[config.mk]
export PLATFORM = sky130hd
export DESIGN_NAME = tern_mode_beeper
export DESIGN_NICKNAME = d
export VERILOG_FILES = /design/src/rtl/tmb_pkg.sv /design/src/rtl/tmb_level_decode.sv /design/src/rtl/tmb_sync.sv /design/src/rtl/tmb_mode_fsm.sv /design/src/rtl/tmb_beeper.sv /design/src/rtl/tern_mode_beeper.sv
export SDC_FILE = /design/constraint.sdc
export NUM_CORES = 1
export LEC_CHECK = 0
export BUFFER_PORTS_ARGS = -buffer_cell sky130_fd_sc_hd__buf_2
export CAP_MARGIN = 20
export CORE_ASPECT_RATIO = 0.7
export CORE_MARGIN = 2
export CORE_UTILIZATION = 35
export CTS_BUF_LIST = sky130_fd_sc_hd__clkbuf_8
export CTS_CLUSTER_SIZE = 25
export DETAILED_ROUTE_END_ITERATION = 12
export GPL_ROUTABILITY_DRIVEN = 0
export GPL_TIMING_DRIVEN = 1
export PLACE_DENSITY = 0.57
export SYNTH_ARGS = -nofsm -noshare
export SYNTH_HDL_FRONTEND = slang
export SYNTH_SLANG_ARGS = --single-unit
[constraint.sdc]
create_clock -name clk -period 3.5 [get_ports clk]
set_input_delay 0.875 -clock clk [delete_from_list [all_inputs] [get_ports clk]]
set_output_delay 0.875 -clock clk [all_outputs]
set_load 0.005 [all_outputs]
[src/rtl/tmb_pkg.sv]
`timescale 1ns/1ps
package tmb_pkg;

    // Position of each selector inside the packed level-code bus
    localparam int N_SW     = 4;
    localparam int SW_FUNC  = 0;
    localparam int SW_CUR   = 1;
    localparam int SW_RNG   = 2;
    localparam int SW_HOLD  = 3;

    typedef enum logic [1:0] {
        LVL_LOW  = 2'b00,
        LVL_MID  = 2'b01,
        LVL_HIGH = 2'b10,
        LVL_RSVD = 2'b11
    } lvl_code_t;

    typedef enum logic [1:0] {
        TL_LOW,
        TL_MID,
        TL_HIGH
    } tri_lvl_t;

    typedef enum logic [1:0] {
        MODE_VOLT = 2'b00,
        MODE_AMP  = 2'b01,
        MODE_OHM  = 2'b10
    } meas_mode_t;

    typedef enum logic [1:0] {
        BP_IDLE,
        BP_LOW,
        BP_HIGH
    } beep_state_t;

    typedef struct packed {
        meas_mode_t mode;
        logic       grp_milli;
        logic       hi_ohm_dc;
        logic       hold;
        logic       test;
    } panel_cfg_t;

    // Reserved code folds onto the middle level
    function automatic tri_lvl_t to_tri(input logic [1:0] code);
        case (code)
            LVL_LOW:  return TL_LOW;
            LVL_HIGH: return TL_HIGH;
            default:  return TL_MID;
        endcase
    endfunction

endpackage

[src/rtl/tmb_level_decode.sv]
`timescale 1ns/1ps
module tmb_level_decode
    import tmb_pkg::*;
#(
    parameter int N_IN = N_SW
) (
    input  logic [2*N_IN-1:0] codes,
    output logic [N_IN-1:0]   is_low,
    output logic [N_IN-1:0]   is_high
);

    for (genvar g = 0; g < N_IN; g++) begin : g_sw
        tri_lvl_t lvl;
        assign lvl        = to_tri(codes[2*g +: 2]);
        assign is_low[g]  = (lvl == TL_LOW);
        assign is_high[g] = (lvl == TL_HIGH);
    end

endmodule

[src/rtl/tmb_sync.sv]
`timescale 1ns/1ps
module tmb_sync #(
    parameter int STAGES = 2
) (
    input  logic clk,
    input  logic rst_n,
    input  logic d_async,
    output logic q_sync
);

    logic [STAGES-1:0] chain_q;

    if (STAGES == 1) begin : g_one
        always_ff @(posedge clk or negedge rst_n) begin
            if (!rst_n) chain_q <= '0;
            else        chain_q <= d_async;
        end
    end else begin : g_multi
        always_ff @(posedge clk or negedge rst_n) begin
            if (!rst_n) chain_q <= '0;
            else        chain_q <= {chain_q[STAGES-2:0], d_async};
        end
    end

    assign q_sync = chain_q[STAGES-1];

endmodule

[src/rtl/tmb_mode_fsm.sv]
`timescale 1ns/1ps
module tmb_mode_fsm
    import tmb_pkg::*;
(
    input  logic            clk,
    input  logic            rst_n,
    input  logic            frame_tick,
    input  logic [N_SW-1:0] is_low,
    input  logic [N_SW-1:0] is_high,
    output panel_cfg_t      cfg
);

    meas_mode_t mode_q, mode_d, mode_tgt;
    logic       milli_q, hiohm_q, hold_q, test_q;

    // Target kind requested by the function selector
    always_comb begin
        if (is_high[SW_FUNC])     mode_tgt = MODE_OHM;
        else if (is_low[SW_FUNC]) mode_tgt = MODE_AMP;
        else                      mode_tgt = MODE_VOLT;
    end

    // Next-state: move only at a frame boundary
    always_comb begin
        mode_d = mode_q;
        unique case (mode_q)
            MODE_VOLT: if (frame_tick) mode_d = mode_tgt;
            MODE_AMP:  if (frame_tick) mode_d = mode_tgt;
            MODE_OHM:  if (frame_tick) mode_d = mode_tgt;
            default:   mode_d = MODE_VOLT;
        endcase
    end

    // State register
    always_ff @(posedge clk or negedge rst_n) begin
        if (!rst_n) mode_q <= MODE_VOLT;
        else        mode_q <= mode_d;
    end

    // Group selects and controls, loaded with the state
    always_ff @(posedge clk or negedge rst_n) begin
        if (!rst_n) begin
            milli_q <= 1'b0;
            hiohm_q <= 1'b0;
            hold_q  <= 1'b0;
            test_q  <= 1'b0;
        end else if (frame_tick) begin
            milli_q <= is_high[SW_CUR];
            hiohm_q <= is_high[SW_RNG];
            hold_q  <= is_high[SW_HOLD];
            test_q  <= is_low[SW_CUR] | is_low[SW_RNG] | is_low[SW_HOLD];
        end
    end

    assign cfg = '{mode: mode_q, grp_milli: milli_q, hi_ohm_dc: hiohm_q,
                   hold: hold_q, test: test_q};

endmodule

[src/rtl/tmb_beeper.sv]
`timescale 1ns/1ps
module tmb_beeper
    import tmb_pkg::*;
#(
    parameter int TONE_DIV = 60
) (
    input  logic clk,
    input  logic rst_n,
    input  logic tone_en,
    output logic beep_out
);

    localparam int HALF = TONE_DIV / 2;
    localparam int CW   = $clog2(HALF + 1);
    localparam logic [CW-1:0] LAST = CW'(HALF - 1);

    beep_state_t     state_q, state_d;
    logic [CW-1:0]   cnt_q, cnt_d;
    logic            beep_q;

    // Next-state and half-period counter
    always_comb begin
        state_d = state_q;
        cnt_d   = cnt_q;
        unique case (state_q)
            BP_IDLE: begin
                cnt_d = '0;
                if (tone_en) state_d = BP_LOW;
            end
            BP_LOW: begin
                if (cnt_q == LAST) begin
                    cnt_d   = '0;
                    state_d = BP_HIGH;
                end else begin
                    cnt_d = cnt_q + 1'b1;
                end
            end
            BP_HIGH: begin
                if (cnt_q == LAST) begin
                    cnt_d   = '0;
                    state_d = tone_en ? BP_LOW : BP_IDLE;
                end else begin
                    cnt_d = cnt_q + 1'b1;
                end
            end
            default: begin
                cnt_d   = '0;
                state_d = BP_IDLE;
            end
        endcase
    end

    // State register
    always_ff @(posedge clk or negedge rst_n) begin
        if (!rst_n) begin
            state_q <= BP_IDLE;
            cnt_q   <= '0;
        end else begin
            state_q <= state_d;
            cnt_q   <= cnt_d;
        end
    end

    // Output register: low only in the low half
    always_ff @(posedge clk or negedge rst_n) begin
        if (!rst_n) beep_q <= 1'b1;
        else        beep_q <= (state_d != BP_LOW);
    end

    assign beep_out = beep_q;

endmodule

[src/rtl/tern_mode_beeper.sv]
`timescale 1ns/1ps
module tern_mode_beeper
    import tmb_pkg::*;
#(
    parameter int TONE_DIV    = 60,
    parameter int SYNC_STAGES = 2
) (
    input  logic       clk,
    input  logic       rst_n,
    input  logic       frame_tick,
    input  logic [1:0] func_lvl,
    input  logic [1:0] cur_lvl,
    input  logic [1:0] rng_lvl,
    input  logic [1:0] hold_lvl,
    input  logic       cont_raw,
    output logic [1:0] meas_mode,
    output logic       grp_milli,
    output logic       hi_ohm_dc,
    output logic       hold_en,
    output logic       test_req,
    output logic       beep_out
);

    logic [2*N_SW-1:0] codes;
    logic [N_SW-1:0]   is_low, is_high;
    panel_cfg_t        cfg;
    logic              cont_sync;
    logic              tone_en;

    assign codes = {hold_lvl, rng_lvl, cur_lvl, func_lvl};

    tmb_level_decode #(.N_IN(N_SW)) u_dec (
        .codes   (codes),
        .is_low  (is_low),
        .is_high (is_high)
    );

    tmb_mode_fsm u_mode (
        .clk        (clk),
        .rst_n      (rst_n),
        .frame_tick (frame_tick),
        .is_low     (is_low),
        .is_high    (is_high),
        .cfg        (cfg)
    );

    tmb_sync #(.STAGES(SYNC_STAGES)) u_sync (
        .clk     (clk),
        .rst_n   (rst_n),
        .d_async (cont_raw),
        .q_sync  (cont_sync)
    );

    assign tone_en = cont_sync && (cfg.mode == MODE_OHM) && !cfg.hi_ohm_dc;

    tmb_beeper #(.TONE_DIV(TONE_DIV)) u_beep (
        .clk      (clk),
        .rst_n    (rst_n),
        .tone_en  (tone_en),
        .beep_out (beep_out)
    );

    assign meas_mode = cfg.mode;
    assign grp_milli = cfg.grp_milli;
    assign hi_ohm_dc = cfg.hi_ohm_dc;
    assign hold_en   = cfg.hold;
    assign test_req  = cfg.test;

endmodule

# After elaboration in Yosys (flattened, before gate mapping)
# Index checks and enable logic that the tools add are counted.
dict set report classes {
  addsub 1
  mux 15
  n_reduce_logical 15
  n_eq_ne 15
  bitwise 2
}
# cell count
set ops {}
lappend ops {{2-bit == test (second input constant)} 10}
lappend ops {{2-bit logical NOT} 10}
lappend ops {{2-bit one-hot mux with 2 select lines} 4}
lappend ops {{2-bit two-way mux} 6}
lappend ops {{5-bit two-way mux} 2}
lappend ops {{2-bit one-hot mux with 3 select lines} 1}
lappend ops {{5-bit by 1-bit adder with 5-bit output (second input constant)} 1}
lappend ops {{5-bit == test (second input constant)} 1}
lappend ops {{2-bit by 1-bit == test with 1-bit output (second input constant)} 2}
lappend ops {{2-bit by 1-bit inequality test with 1-bit output (second input constant)} 2}
lappend ops {{3-bit OR reduction} 1}
lappend ops {{1-bit logical AND} 2}
lappend ops {{1-bit two-way mux} 2}
lappend ops {{1-bit OR} 2}
lappend ops {{2-bit OR reduction} 1}
lappend ops {{1-bit logical NOT} 1}
dict set report totals {
  in_bits 12
  output_inout_bits 7
  ff_bits 16
  word_cells 57
}

# Longest topological paths before layout
dict set report depth {
  depth_word 7
  mapped_depth 6
  mapped_depth_nobuf 6
}

# Modules after synthesis
# From an unflattened synthesis, not the netlist that was laid out.
dict set report unflattened {
  cells_unflattened 74
  hier_area_um2 884.6
}
# mod instances cells_per_inst area_per_inst_um2
set modules_own_cells {}
lappend modules_own_cells {tmb_beeper 1 40 459.2}
lappend modules_own_cells {tmb_mode_fsm 1 23 292.8}
lappend modules_own_cells {tmb_level_decode 1 8 70.1}
lappend modules_own_cells {tmb_sync 1 2 50.0}
lappend modules_own_cells {tern_mode_beeper 1 1 12.5}

# Worst setup path after synthesis
# OpenSTA, ideal clock, no wires.
dict set report synth_path {
  path_type {input-to-reg}
  from {input port frame_tick}
  to {register u_mode.mode_q[0]}
  path_slack_ns 2.026
  setup_ns 0.120
  stages 3
  t_arrival_ns 1.354
  path_buffers 1
  cell_sequence {clkbuf_1 -> o21ai_0 -> o211a_1}
}
dict set report synth_between {
  elab_chain_len 1
}
# item line
set synth_lines {}
lappend synth_lines {{start, declared} tern_mode_beeper.sv:10} ;# input logic frame_tick,
lappend synth_lines {{2-bit by 1-bit inequality test with 1-bit output (no line)} --}
lappend synth_lines {{end signal, assigned} tmb_mode_fsm.sv:37} ;# else mode_q <= mode_d;
lappend synth_lines {{end, declared} tmb_mode_fsm.sv:13} ;# meas_mode_t mode_q, mode_d, mode_tgt;
# No other way between the ends.
# A chain may end at the register's enable or synchronous reset.

# Worst setup path in the final report
dict set report layout_path {
  from {register u_beep.beep_q, in the netlist u_beep.beep_out}
  to {output port beep_out}
}
# item line
set layout_lines {}
lappend layout_lines {{start, declared} tmb_beeper.sv:19} ;# logic beep_q;
lappend layout_lines {{start signal, assigned} tmb_beeper.sv:67} ;# else beep_q <= (state_d != BP_LOW);
lappend layout_lines {{end, declared} tern_mode_beeper.sv:21} ;# output logic beep_out
# No word-level cell between the ends.

==> flow_summary_export.csv <==
group,metric,value,unit
setup_path,cp_data_arrival_time,0.85,ns
timing,fin_crit,1.727,ns
setup_path,path_type_of_the_worst_setup_path,"register to primary output",
worst_hold_path,start_point_of_the_worst_hold_path,"u_sync.chain_q[0]",
setup_path,cp_cell_sequence,"buf_2",
global_route,grt_antenna_before_repair,0,
worst_hold_path,worstHoldPathCells,0,
routing,num_vias,549,
global_route,grt_usage,0.1211,
die,design.portCount,19,
layout,area_delta_synth_final,22.39,%
die,floorplan.die_area,2584,sq um
setup_path,critical-path-slowest-cell,"dfstp_2",
power_and_ir_drop,cellInternalPower,368.3,uW
timing,setup_violations,0,
routing,routedWlPerCell,10.97,um
setup_path,reg2reg_from,"u_beep.cnt_q[1]",
worst_hold_path,hold_end,"u_sync.chain_q[1]",
cts,cts.hold.buffers_added,0,
power_and_ir_drop,power_frac_clock,0.315,
placed_design,buffer_ports.inserted,18,
placed_design,detailedPlacementHpwl,984.2,um
timing,clock-skew-final,0.004679,ns
routing,drtIter0Drc,15,
timing,timing.setup.tns,0,ns
layout,antenna_cells_inserted,0,
cts,post_cts_buffers,0,
global_route,grt_overflow_total,0,
cts,cts_max_level,1,
die,placement_rows,14,
worst_hold_path,holdCritPathClass,"register to register",
synthesis,post_synthesis_cell_type_count,24,
timing,slew_headroom,0.7689,
timing,worst-slew-pin-transition,0.3467,ns
power_and_ir_drop,switching_power,146.9,uW
layout,design.final.nets,111,
status,run_status,"finished, final reports clean",
synthesis,post_synthesis_cell_area,765.7,sq um
cts,clock_sinks,16,
cts,clk_pin_slew_worst_paths,0.06,ns
placed_design,dpl-instance-area,882.1,sq um
cts,clock_latency,0.25,ns
layout,final_cell_area,937.1,sq um
power_and_ir_drop,power.sequential.fraction,0.466,
timing,fmaxAchievable,579.1,MHz
timing,rsz0062_at_grt,"false",
die,die_h,43.14,um
global_route,grt_first_pass_wirelength,2.194,mm
power_and_ir_drop,power_switching_share,0.2851,
timing,finalWorstSetupSlack,1.773,ns
power_and_ir_drop,power_leakage,0.0004751,uW
synthesis,yosys_warnings,0,
routing,detail_route.vias_per_cell,4.733,
cts,clock_path_buffers,2,
power_and_ir_drop,relative_contribution_of_combinational_cells_to_total_power,0.219,
routing,dr_pass1_iterations,4,
synthesis,synth_sequential_area_ratio,0.5245,
die,floorplan.core_area,2102,sq um
layout,layout.filler_cells,200,
timing,finalHoldViolations,0,
synthesis,synthesis.nets,89,
routing,detail_route.wirelength,1.272,mm
layout,top_library_cells_by_usage_in_the_layout_fill_and_taps_aside,"18 x buf_2, 15 x dfrtp_1, 9 x inv_1, 9 x nor2_1, 7 x nand2_1",
synthesis,ys_ff_latch,16,
synthesis,synthesis.instances,71,
setup_path,critical_path.max_fanout,1,
layout,layout.area.seq,401.6,sq um
routing,drc_errors,0,
timing,slew_violations,0,
setup_path,slowest_delay,0.51,ns
layout,mostFrequentLayoutCell,"buf_2",
timing,timing.final.crit_share,0.4933,
die,floorplan.die.width,59.91,um
setup_path,path_delay_family,"flip-flops",
setup_path,critical_path.n_buffers_inverters,1,
setup_path,timing.reg2reg.worst_path_depth,6,
layout,final_layout_size_suffix_gt1_frac,0.2826,
die,initial_standard_cell_utilization_of_the_core,0.3643,
power_and_ir_drop,ir_worst_vdd,0.0002819,V
placed_design,dp_slack,2.038,ns
cts,post_cts.resized_instances,0,
cts,total_clock_buffers_created_by_cts,3,
run,drv.max_cap_violation_count,0,
layout,multi_input_comb_area,326.6,sq um
setup_path,cp_data_required_time,2.62,ns
global_route,grt_pass1_vias,496,
routing,ant_nets,0,
synthesis,post_synth.cell_area_avg,10.78,sq um
cts,cts.root.buffer_cell,"clkbuf_8",
setup_path,r2r_end,"u_beep.state_q[1]",
setup_path,end_kind,"primary output",
power_and_ir_drop,power_density,549.8,nW/um^2
setup_path,start_kind,"register",
cts,cts_tree,"yes",
global_route,pin_count_of_the_biggest_net_entering_global_routing,17,
setup_path,r2r_setup_slack,2.11,ns
[power groups by stage]
| stage | sequential (uW) | combinational, uW | clock, uW |
|---|---|---|---|
| after global routing | 245 | 127 | 178 |
| final | 240 | 113 | 162 |
| after floorplan | 241 | 73.4 | 0 |
| after CTS | 241 | 113 | 170 |
| after global placement | 243 | 109 | 0 |
| after detailed placement | 244 | 112 | 0 |
[layer usage]
layer,share of wire,track usage
met5,0,0
met4,0,0.04000
met3,0.065,0.06402
met2,0.42,0.1500
met1,0.51,0.1762
[cells in the mapped netlist]
library cell  number  area [sq um]
and4bb_1           1         12.51
xnor2_1            1         8.760
o211a_1            1         10.01
nand2_2            1         6.260
inv_1              9         33.78
xor2_1             2         17.52
o22ai_1            4         25.02
dfrtp_1           15         375.4
nand4_4            1         21.27
nor2b_1            1         6.260
ha_1               6         75.07
nand2_1            7         26.28
a22oi_1            1         7.510
o21ai_0            1         5.000
clkbuf_1           1         3.750
dfstp_2            1         26.28
a21oi_1            2         10.01
o311ai_2           1         16.27
o2111ai_1          1         8.760
nor2_1             9         33.78
o211ai_1           1         7.510
o2bb2ai_1          1         8.760
nand3_1            2         10.01
mux2i_1            1         10.01
[sequential cells by signal, indices dropped and copies added (netlist names)]
name	cells
u_mode.hold_q	1
u_beep.cnt_q	5
u_beep.state_q	2
u_mode.hiohm_q	1
u_mode.test_q	1
u_mode.mode_q	2
u_sync.chain_q	2
u_mode.milli_q	1
u_beep.beep_out	1
[logic make-up after synthesis]
group / Yosys count / share of synthesized area
adder cells (fa/ha/maj): 6 / 0.09804
AO/OA/AOI/OAI: 13 / 0.1291
buffers and inverters: 10 / 0.04901
AND/OR/NAND/NOR: 22 / 0.1520
XOR/XNOR: 3 / 0.03432
multiplexers: 1 / 0.01307
flip-flops: 16 / 0.5245
[how the worst max path moves through the flow]
stage | to | start | depth (start not counted)
detailed placement | beep_out | u_beep.beep_out | 1
CTS | beep_out | u_beep.beep_out | 1
finish | beep_out | u_beep.beep_out | 1
global route | beep_out | u_beep.beep_out | 1
floorplan | u_mode.mode_q[0] | frame_tick | 3
global placement | beep_out | u_beep.beep_out | 1
[layout make-up]
type / instances / share of cell area
Clock buffer: 4 / 0.05874
Inverter: 9 / 0.03605
Multi-Input combinational cell: 45 / 0.3485
Sequential cell: 16 / 0.4286
Tap cell: 24 / 0.03204
Timing Repair Buffer: 18 / 0.09613
[per-stage QoR]
stage | power, uW | util | cells | hold slack (ns)
3_5_place_dp | 356.5 | 0.4196 | 112 | 0.3379
5_1_grt | 550.6 | 0.4458 | 116 | 0.3572
3_3_place_gp | 352.1 | 0.4196 | 112 | 0.3340
6_report | 515.3 | 0.4458 | 116 | 0.3576
2_1_floorplan | 314.5 | - | 71 | 0.3312
4_1_cts | 523.6 | 0.4458 | 116 | 0.3568
(Power assumes the default switching activity.)
